===== config.mk =====
export PLATFORM = sky130hd
export DESIGN_NAME = pw_order_sched
export DESIGN_NICKNAME = d
export VERILOG_FILES = /design/src/rtl/pw_order_pkg.sv /design/src/rtl/pw_order_store.sv /design/src/rtl/pw_order_ctrl.sv /design/src/rtl/pw_order_sched.sv
export SDC_FILE = /design/constraint.sdc
export NUM_CORES = 1
export LEC_CHECK = 0
export BUFFER_PORTS_ARGS = -buffer_cell sky130_fd_sc_hd__buf_2
export CAP_MARGIN = 30
export CORE_MARGIN = 2
export CORE_UTILIZATION = 55
export DETAILED_ROUTE_END_ITERATION = 10
export GPL_ROUTABILITY_DRIVEN = 0
export PLACE_DENSITY = 0.76
export SETUP_SLACK_MARGIN = 0.05
export SLEW_MARGIN = 20
export SYNTH_ARGS = -nofsm -noshare
export SYNTH_HDL_FRONTEND = slang
export SYNTH_SLANG_ARGS = --single-unit

===== constraint.sdc =====
create_clock -name clk -period 4.2 [get_ports clk]
set_input_delay 0.42 -clock clk [delete_from_list [all_inputs] [get_ports clk]]
set_output_delay 0.42 -clock clk [all_outputs]
set_load 0.02 [all_outputs]

===== src/rtl/pw_order_pkg.sv =====
package pw_order_pkg;
  localparam int SLOTS  = 8;
  localparam int SLOT_W = $clog2(SLOTS);

  typedef logic [SLOTS-1:0] slot_vec_t;

  // strobes from control to datapath
  typedef struct packed {
    logic      alloc;
    slot_vec_t allocOh;
    logic      grant;
    slot_vec_t grantOh;
  } sched_strobe_t;
endpackage


===== src/rtl/pw_order_store.sv =====
module pw_order_store
  import pw_order_pkg::*;
#(
  parameter int ID_W   = 8,
  parameter int ADDR_W = 32,
  parameter int TAG_W  = 8
) (
  input  logic                          clk,
  input  logic                          rst,
  input  sched_strobe_t                 strb,
  input  logic [ID_W-1:0]               inId,
  input  logic                          inRo,
  input  logic                          inIdo,
  input  logic [ADDR_W-1:0]             inAddr,
  input  logic [TAG_W-1:0]              inTag,
  output slot_vec_t                     validQ,
  output logic [SLOTS-1:0][SLOTS-1:0]   olderQ,
  output slot_vec_t                     roQ,
  output slot_vec_t                     idoQ,
  output logic [SLOTS-1:0][ID_W-1:0]    idQ,
  output logic                          grantValidQ,
  output logic [TAG_W-1:0]              grantTagQ,
  output logic [ADDR_W-1:0]             grantAddrQ
);
  logic [SLOTS-1:0][TAG_W-1:0]  tagQ;
  logic [SLOTS-1:0][ADDR_W-1:0] addrQ;
  logic [SLOTS-1:0][SLOTS-1:0]  olderD;
  slot_vec_t                    freeMask;
  logic [TAG_W-1:0]             tagSel;
  logic [ADDR_W-1:0]            addrSel;

  assign freeMask = strb.grant ? strb.grantOh : '0;

  // age matrix: olderD[r][c] means slot c arrived before slot r
  always_comb begin
    for (int r = 0; r < SLOTS; r++) begin
      for (int c = 0; c < SLOTS; c++) begin
        olderD[r][c] = olderQ[r][c];
        if (strb.alloc && strb.allocOh[c]) olderD[r][c] = 1'b0;
        if (strb.alloc && strb.allocOh[r]) olderD[r][c] = validQ[c] & ~freeMask[c];
      end
    end
  end

  always_comb begin
    tagSel  = '0;
    addrSel = '0;
    for (int i = 0; i < SLOTS; i++) begin
      if (strb.grantOh[i]) begin
        tagSel  = tagSel | tagQ[i];
        addrSel = addrSel | addrQ[i];
      end
    end
  end

  always_ff @(posedge clk) begin
    if (rst) begin
      validQ      <= '0;
      olderQ      <= '0;
      grantValidQ <= 1'b0;
      grantTagQ   <= '0;
      grantAddrQ  <= '0;
    end else begin
      olderQ      <= olderD;
      grantValidQ <= strb.grant;
      if (strb.grant) begin
        grantTagQ  <= tagSel;
        grantAddrQ <= addrSel;
      end
      for (int i = 0; i < SLOTS; i++) begin
        if (freeMask[i]) validQ[i] <= 1'b0;
        if (strb.alloc && strb.allocOh[i]) validQ[i] <= 1'b1;
      end
    end
  end

  // payload fields, written on allocation only
  always_ff @(posedge clk) begin
    for (int i = 0; i < SLOTS; i++) begin
      if (strb.alloc && strb.allocOh[i]) begin
        idQ[i]   <= inId;
        roQ[i]   <= inRo;
        idoQ[i]  <= inIdo;
        tagQ[i]  <= inTag;
        addrQ[i] <= inAddr;
      end
    end
  end

  p_alloc_free_r2: assert property (@(posedge clk) disable iff (rst)
    strb.alloc |-> ($onehot(strb.allocOh) && ((strb.allocOh & validQ) == '0)));

  p_no_overflow_r3: assert property (@(posedge clk) disable iff (rst)
    strb.alloc |-> !(&validQ));

  p_grant_frees_r10: assert property (@(posedge clk) disable iff (rst)
    strb.grant |=> (grantValidQ && ((validQ & $past(strb.grantOh)) == '0)));

  p_grant_pending_r9: assert property (@(posedge clk) disable iff (rst)
    strb.grant |-> ((strb.grantOh & ~validQ) == '0));
endmodule


===== src/rtl/pw_order_ctrl.sv =====
module pw_order_ctrl
  import pw_order_pkg::*;
#(
  parameter int ID_W = 8
) (
  input  logic                        clk,
  input  logic                        rst,
  input  logic                        inValid,
  input  logic                        roDisable,
  input  slot_vec_t                   commitMask,
  input  slot_vec_t                   validQ,
  input  logic [SLOTS-1:0][SLOTS-1:0] olderQ,
  input  slot_vec_t                   roQ,
  input  slot_vec_t                   idoQ,
  input  logic [SLOTS-1:0][ID_W-1:0]  idQ,
  output logic                        inReady,
  output sched_strobe_t               strb
);
  logic [SLOTS-1:0][SLOTS-1:0] passMat;
  slot_vec_t                   elig;
  slot_vec_t                   cand;
  slot_vec_t                   grantOh;
  slot_vec_t                   allocOh;
  logic                        found;

  assign inReady = ~(&validQ);

  // lowest free slot
  always_comb begin
    allocOh = '0;
    found   = 1'b0;
    for (int i = 0; i < SLOTS; i++) begin
      if (!validQ[i] && !found) begin
        allocOh[i] = 1'b1;
        found      = 1'b1;
      end
    end
  end

  // passing rules: row i may overtake column j
  always_comb begin
    for (int i = 0; i < SLOTS; i++) begin
      for (int j = 0; j < SLOTS; j++) begin
        passMat[i][j] = (roQ[i] & ~roDisable) | (idoQ[i] & (idQ[i] != idQ[j]));
      end
    end
  end

  always_comb begin
    for (int i = 0; i < SLOTS; i++) begin
      elig[i] = validQ[i] & (&(passMat[i] | ~(validQ & olderQ[i])));
    end
    cand = elig & commitMask;
    for (int i = 0; i < SLOTS; i++) begin
      grantOh[i] = cand[i] & ~(|(cand & olderQ[i]));
    end
  end

  always_comb begin
    strb.alloc   = inValid & inReady;
    strb.allocOh = allocOh;
    strb.grant   = |grantOh;
    strb.grantOh = grantOh;
  end

  p_one_grant_r9: assert property (@(posedge clk) disable iff (rst)
    $onehot0(strb.grantOh));

  for (genvar a = 0; a < SLOTS; a++) begin : g_chk
    p_oldest_eligible_r8: assert property (@(posedge clk) disable iff (rst)
      (validQ[a] && ((olderQ[a] & validQ) == '0)) |-> elig[a]);

    p_plain_waits_r4: assert property (@(posedge clk) disable iff (rst)
      (strb.grantOh[a] && !(roQ[a] && !roDisable) && !idoQ[a])
        |-> ((olderQ[a] & validQ) == '0));
  end
endmodule


===== src/rtl/pw_order_sched.sv =====
module pw_order_sched
  import pw_order_pkg::*;
#(
  parameter int ID_W   = 8,
  parameter int ADDR_W = 32,
  parameter int TAG_W  = 8
) (
  input  logic              clk,
  input  logic              rst,
  input  logic              roDisable,
  input  logic              inValid,
  output logic              inReady,
  input  logic [ID_W-1:0]   inId,
  input  logic              inRo,
  input  logic              inIdo,
  input  logic [ADDR_W-1:0] inAddr,
  input  logic [TAG_W-1:0]  inTag,
  input  logic [SLOTS-1:0]  commitMask,
  output logic [SLOTS-1:0]  pendValid,
  output logic              grantValid,
  output logic [TAG_W-1:0]  grantTag,
  output logic [ADDR_W-1:0] grantAddr
);
  sched_strobe_t               strb;
  slot_vec_t                   validQ;
  logic [SLOTS-1:0][SLOTS-1:0] olderQ;
  slot_vec_t                   roQ;
  slot_vec_t                   idoQ;
  logic [SLOTS-1:0][ID_W-1:0]  idQ;

  pw_order_ctrl #(.ID_W(ID_W)) i_ctrl (
    .clk        (clk),
    .rst        (rst),
    .inValid    (inValid),
    .roDisable  (roDisable),
    .commitMask (commitMask),
    .validQ     (validQ),
    .olderQ     (olderQ),
    .roQ        (roQ),
    .idoQ       (idoQ),
    .idQ        (idQ),
    .inReady    (inReady),
    .strb       (strb)
  );

  pw_order_store #(.ID_W(ID_W), .ADDR_W(ADDR_W), .TAG_W(TAG_W)) i_store (
    .clk         (clk),
    .rst         (rst),
    .strb        (strb),
    .inId        (inId),
    .inRo        (inRo),
    .inIdo       (inIdo),
    .inAddr      (inAddr),
    .inTag       (inTag),
    .validQ      (validQ),
    .olderQ      (olderQ),
    .roQ         (roQ),
    .idoQ        (idoQ),
    .idQ         (idQ),
    .grantValidQ (grantValid),
    .grantTagQ   (grantTag),
    .grantAddrQ  (grantAddr)
  );

  assign pendValid = validQ;

  p_reset_quiet_r1: assert property (@(posedge clk)
    $past(rst) |-> !grantValid);
endmodule


Word level (Yosys, flattened, before mapping). Index checks and enable logic that the tools add are counted.

Output and inout port bits: 50. Register bits: 513.

Reduce and logical (&&, ||, !) cells: 82. Bitwise logic cells: 210. Equality and inequality tests: 56. Muxes and demuxes: 111.

Operators with widths (count): $ne 8x8->1 (56); $mux 32 (8); $or 32x32->32 (7); $and 8x8->8 (17); $or 8x8->8 (15); $mux 1 (94); $and 1x1->1 (89); $mux 8 (9); $reduce_and 8->1 (9); $reduce_bool 2->1 (36); $reduce_or 8->1 (9); $not 8->8 (8); $or 1x1->1 (56); $not 1->1 (18); $logic_and 1x1->1 (15); $logic_not 1->1 (13).

Depth between registers and ports, before layout.
Depth in word-level cells: 26. Gate-level depth with buffers: 16. Depth with buffers taken out: 10.

By module. A second synthesis with hierarchy kept.

Cell total of the unflattened synthesis: 1737. Area, all modules: 22431.5 um2.

Modules (own cells, without submodules): pw_order_store (times used 1, cells each 1095, area each 17694.5 um2); pw_order_ctrl (times used 1, cells each 642, area each 4737.0 um2).

Worst setup path before layout. Ideal clock, no wire load.

Kind: flip-flop to flip-flop. Start point: register i_store.validQ[0]. End point: register i_store.olderQ[17] in the netlist's numbering. Buffers on the path: 3. Setup slack: 393 ps. Setup time: 74 ps. Stages on the path, launching flop included: 12. Period minus slack after synthesis: 3807 ps. Data arrival time: 3733 ps. Data required time: 4126 ps. Cells stage by stage: dfxtp_1 -> clkbuf_1 -> clkbuf_1 -> nand4_1 -> nor2_1 -> nand3_1 -> nand2_1 -> or3_1 -> inv_1 -> clkbuf_1 -> a22oi_1 -> nor2_1.

RTL lines: start, declared (line pw_order_store.sv:16) `output slot_vec_t validQ,`; start signal, assigned (line pw_order_store.sv:58) `validQ <= '0;`; start signal, assigned by index (line pw_order_store.sv:71) `if (freeMask[i]) validQ[i] <= 1'b0;`; start signal, assigned by index (line pw_order_store.sv:72) `if (strb.alloc && strb.allocOh[i]) validQ[i] <= 1'b1;`; $reduce_and 8->1 (*) (line pw_order_ctrl.sv:26) `assign inReady = ~(&validQ);`; $not 1->1 (*) (line pw_order_ctrl.sv:26); named net inReady (line pw_order_sched.sv:12) `output logic inReady,`; $and 1x1->1 (*) (line pw_order_ctrl.sv:60) `strb.alloc = inValid & inReady;`; $logic_and 1x1->1 (on tied branches) (line pw_order_store.sv:40, pw_order_store.sv:39); $mux 1 / $reduce_bool 2->1 (equally long branches); end signal, assigned (line pw_order_store.sv:64) `olderQ <= olderD;`; end, declared (line pw_order_store.sv:17) `output logic [SLOTS-1:0][SLOTS-1:0] olderQ,`.

Mark *: on every way through the listed nets, which the timed path passes. The rest lies on a longest branch. A chain may end at the register's enable or synchronous reset.

Final worst setup path.
Start point: register i_store.idQ[48] in the netlist's numbering. End point: register i_store.grantAddrQ[4].

Word-level cells in the longest chain between the ends: 26.

Ends and longest elaborated chain: start, declared (line pw_order_store.sv:20) `output logic [SLOTS-1:0][ID_W-1:0] idQ,`; start signal, assigned by index (line pw_order_store.sv:81) `idQ[i] <= inId;`; $ne 8x8->1 (line pw_order_ctrl.sv:44) `passMat[i][j] = (roQ[i] & ~roDisable) | (idoQ[i] & (idQ[i] != idQ[j]));`; $and 1x1->1 (line pw_order_ctrl.sv:44); $or 1x1->1 (line pw_order_ctrl.sv:44); $or 8x8->8 (line pw_order_ctrl.sv:51) `elig[i] = validQ[i] & (&(passMat[i] | ~(validQ & olderQ[i])));`; $reduce_and 8->1 (line pw_order_ctrl.sv:51); $and 1x1->1 (line pw_order_ctrl.sv:51); $and 8x8->8 (*) (line pw_order_ctrl.sv:53) `cand = elig & commitMask;`; $and 8x8->8 (line pw_order_ctrl.sv:55) `grantOh[i] = cand[i] & ~(|(cand & olderQ[i]));`; [10 not listed]; $or 32x32->32 (line pw_order_store.sv:51) `addrSel = addrSel | addrQ[i];`; $mux 32 (line pw_order_store.sv:49) `if (strb.grantOh[i]) begin`; $or 32x32->32 (line pw_order_store.sv:51); $mux 32 (line pw_order_store.sv:49); $or 32x32->32 (line pw_order_store.sv:51); $mux 32 (line pw_order_store.sv:49); $or 32x32->32 (line pw_order_store.sv:51); $mux 32 (line pw_order_store.sv:49); end signal, assigned (line pw_order_store.sv:68) `grantAddrQ <= addrSel;`; end, declared (line pw_order_store.sv:23) `output logic [ADDR_W-1:0] grantAddrQ`.

Mark *: on every way between the ends. The rest lies on a longest branch, timed or not.

==> insert_results.sql <==
INSERT INTO impl_metrics (metric_group, metric, value, unit) VALUES
('outcome', 'run_status', 'finished, violations left', ''),
('floorplan', 'die_area', '42500', 'sq um'),
('finish', 'final_net_count', '1911', ''),
('worst_setup_path', 'worst_flop_to_flop_path_startpoint', 'i_store.idQ[48]', ''),
('cts', 'clock_tree.buffer_depth', '3', ''),
('cts', 'h-tree-depth', '2', ''),
('finish', 'finish.utilization', '64.0', '%'),
('yosys', 'synthesis.yosys.warnings', '0', ''),
('cts', 'insertion_delay_of_the_later_clocked_pin_in_the_worst_skew_pair', '600', 'ps'),
('power', 'pwr_density_cell', '428', 'nW/um^2'),
('yosys', 'postSynthNetCount', '1777', ''),
('worst_setup_path', 'signal_arrival_time_at_the_worst_endpoint', '4680', 'ps'),
('power', 'seqPwrFrac', '51.0', '%'),
('yosys', 'synth-async-reset-ratio', '0', '%'),
('worst_setup_path', 'cp-start-kind', 'flop', ''),
('detailed_routing', 'drt_pass1_iterations', '11', ''),
('cts', 'clock_tree.root_cell', 'sky130_fd_sc_hd__clkbuf_16', ''),
('detailed_routing', 'detail_route.wirelength', '68.7', 'mm'),
('detailed_routing', 'vias', '16600', ''),
('worst_setup_path', 'cp_num_buf_inv', '6', ''),
('grt', 'grt_first_pass_wirelength', '99.6', 'mm'),
('yosys', 'synth-seq-area-share', '63.5', '%'),
('sta', 'setup-violations-final', '0', ''),
('placement', 'placement.io_buffers', '111', ''),
('detailed_routing', 'postRouteAntennaNets', '0', ''),
('floorplan', 'floorplan.die.width', '206', 'um'),
('worst_setup_path', 'cpLargestDelayFamily', 'buffers and inverters', ''),
('yosys', 'post_synth_and_or_nand_nor_area_fraction', '9.65', '%'),
('sta', 'timing_max_transition_violations_final', '0', ''),
('grt', 'grt_util_all_layers', '31.9', '%'),
('worst_setup_path', 'endpoint_kind', 'flop', ''),
('cts', 'cts.reportedPaths.clkPinSlew', '60', 'ps'),
('power', 'vdd.ir_drop.worst', '0.460', 'mV'),
('detailed_routing', 'route.detailed.wl_per_inst', '28.3', 'um'),
('placement', 'dp.final_hpwl', '42.1', 'mm'),
('yosys', 'synth_mux_area_share', '0', '%'),
('sta', 'final.min_clock_period', '4200', 'ps'),
('power', 'power.switching_fraction', '22.1', '%'),
('grt', 'globalRouteOverflowTotal', '0', ''),
('yosys', 'synth-edff-count', '400', ''),
('yosys', 'syn-instance-count', '1715', ''),
('sta', 'final_setup_skew', '12.9', 'ps'),
('floorplan', 'initial_core_util', '55.4', '%'),
('detailed_routing', 'drc_errors', '6', ''),
('sta', 'slew_headroom', '42.7', '%'),
('worst_setup_path', 'cp.required', '4690', 'ps'),
('sta', 'final_hold_viol_count', '0', ''),
('worst_setup_path', 'worstSetupStartpoint', 'i_store.idQ[48]', ''),
('sta', 'worst_slew_pin_slew', '860', 'ps'),
('yosys', 'postSynthRegisterBits', '513', ''),
('yosys', 'synth_compound_area_share', '14.3', '%'),
('outcome', 'violations', 'design-rule violations', ''),
('grt', 'grt_max_degree', '59', ''),
('power', 'total_switching_power', '2460', 'uW'),
('power', 'pwr-share-clk', '42.8', '%'),
('finish', 'area_growth_syn_to_layout', '15.5', '%'),
('worst_setup_path', 'cp_cell_sequence', 'buf_4, xor2_1, nor4_4, a21boi_0, o211ai_1, buf_4, a2111oi_4, buf_4, buf_4, a221o_1, nor4_2, bufbuf_16, buf_4, a221oi_1, a311oi_2', ''),
('yosys', 'synth_top_family_by_area', 'compound AO/OA/AOI/OAI gates', ''),
('finish', 'mostFrequentLayoutCells', '400 x sky130_fd_sc_hd__edfxtp_1, 200 x sky130_fd_sc_hd__xnor2_1, 112 x sky130_fd_sc_hd__dfxtp_1, 112 x sky130_fd_sc_hd__buf_4, 110 x sky130_fd_sc_hd__buf_2', ''),
('worst_setup_path', 'worst_r2r_path_depth', '15', ''),
('hold_path', 'worstHoldPathType', 'in -> reg', ''),
('hold_path', 'min_to', 'i_store.addrQ[254]', ''),
('power', 'p_comb_share', '6.2', '%'),
('worst_setup_path', 'crit-reg2reg-capture', 'i_store.grantAddrQ[4]', ''),
('detailed_routing', 'drt_iter0_markers', '2776', ''),
('hold_path', 'hold_depth', '1', ''),
('yosys', 'synth.cell_area', '22500', 'sq um'),
('worst_setup_path', 'cell_with_the_biggest_individual_delay_on_the_critical_path', 'sky130_fd_sc_hd__edfxtp_1', ''),
('floorplan', 'io_pins', '112', ''),
('power', 'intPower', '8650', 'uW'),
('detailed_routing', 'drt-vias-per-instance', '6.86', '');
-- stage by stage --
step | total power, uW | instance area (sq um) | std cells | setup slack, ps
CTS | 11100 | 25600 | 2388 | 46.9
finish | 11100 | 26000 | 2425 | 3.07
global placement | 6400 | 23800 | 2295 | 20.3
global route | 11400 | 26000 | 2424 | 1.77
detailed placement | 6420 | 23800 | 2295 | -101
floorplan | 6140 | 22500 | 1715 | 393
-- power by group through the flow --
stage | Combinational (uW) | Sequential (uW) | Clock (uW)
floorplan | 347 | 5790 | 0
global placement | 624 | 5770 | 0
detailed placement | 644 | 5770 | 0
CTS | 652 | 5670 | 4790
global route | 725 | 5670 | 5000
finish | 689 | 5670 | 4760
-- routing by layer --
layer	GRT usage, %	up-vias	part of all wire, %
met5	0	-	0.080
met4	15.3	8	5.6
met3	9.78	363	13
met2	49.3	1309	45
met1	41.2	8055	36
li1	-	6894	-
-- what timing repair did --
action,CTS,global route
resized for setup,3,15
pin swaps,1,4
buffers inserted,0,33
setup endpoints to repair,36,61
-- sequential cells by signal (all words and copies together) (netlist names) --
register,cells
i_store.addrQ,256
i_store.grantAddrQ,32
i_store.grantTagQ,8
i_store.grantValidQ,1
i_store.idQ,64
i_store.idoQ,8
i_store.olderQ,64
i_store.roQ,8
i_store.tagQ,64
i_store.validQ,8
-- final cells by class --
type | instances | area [sq um]
fillers | 2927 | 14600
flip-flops and latches | 513 | 14300
multi-input cells | 1018 | 7480
repair buffers | 238 | 1670
clock buffers | 64 | 1340
well taps | 532 | 666
clock inverters | 29 | 413
inverters | 28 | 105
diodes | 3 | 7.51
-- Yosys cell counts (5+ instances only) --
library cell / instances / area share, %
sky130_fd_sc_hd__buf_4: 16 / 0.53
sky130_fd_sc_hd__nand2_1: 88 / 1.5
sky130_fd_sc_hd__nand4_1: 76 / 2.1
sky130_fd_sc_hd__o2111ai_1: 6 / 0.23
sky130_fd_sc_hd__clkinv_1: 6 / 0.10
sky130_fd_sc_hd__a311oi_2: 39 / 2.6
sky130_fd_sc_hd__a32oi_1: 6 / 0.23
sky130_fd_sc_hd__xor2_1: 24 / 0.94
sky130_fd_sc_hd__nor2_1: 40 / 0.67
sky130_fd_sc_hd__nor2b_1: 11 / 0.31
sky130_fd_sc_hd__nand3_1: 64 / 1.4
sky130_fd_sc_hd__clkbuf_1: 85 / 1.4
sky130_fd_sc_hd__o21a_1: 5 / 0.17
sky130_fd_sc_hd__nor3b_1: 8 / 0.27
sky130_fd_sc_hd__a32o_1: 6 / 0.27
sky130_fd_sc_hd__inv_1: 21 / 0.35
sky130_fd_sc_hd__and2_1: 9 / 0.25
sky130_fd_sc_hd__a22o_1: 82 / 3.2
sky130_fd_sc_hd__nor3_1: 60 / 1.3
sky130_fd_sc_hd__a21oi_1: 62 / 1.4
sky130_fd_sc_hd__a22oi_1: 18 / 0.60
sky130_fd_sc_hd__xnor2_1: 200 / 7.8
sky130_fd_sc_hd__a221oi_1: 81 / 3.2
sky130_fd_sc_hd__nand2b_1: 8 / 0.22
sky130_fd_sc_hd__nor4_1: 9 / 0.25
sky130_fd_sc_hd__o21ai_0: 28 / 0.62
sky130_fd_sc_hd__dfxtp_1: 113 / 10
sky130_fd_sc_hd__and3_1: 14 / 0.39
sky130_fd_sc_hd__edfxtp_1: 400 / 53
sky130_fd_sc_hd__buf_2: 51 / 1.1
sky130_fd_sc_hd__a21boi_0: 7 / 0.23
-- cell families (layout without fill, tap and decap cells) --
family | after synthesis | in the layout
DFF | 513 | 513
and+or+nand+nor | 413 | 413
AOI/OAI and AO/OA | 381 | 381
xor gates and xnor gates | 224 | 224
buffers and inverters | 184 | 359
other | 0 | 3
-- how the worst max path moves through the flow --
stage / end / slack [ps] / cells after the start
after global routing: i_store.grantAddrQ[4] / 2 / 14
after floorplan: i_store.olderQ[17] / 390 / 11
after global placement: i_store.grantTagQ[6] / 20 / 13
after detailed placement: i_store.grantAddrQ[4] / -100 / 12
final: i_store.grantAddrQ[4] / 3 / 15
after CTS: i_store.grantAddrQ[4] / 50 / 12
Power figures use the tool's default switching activity.
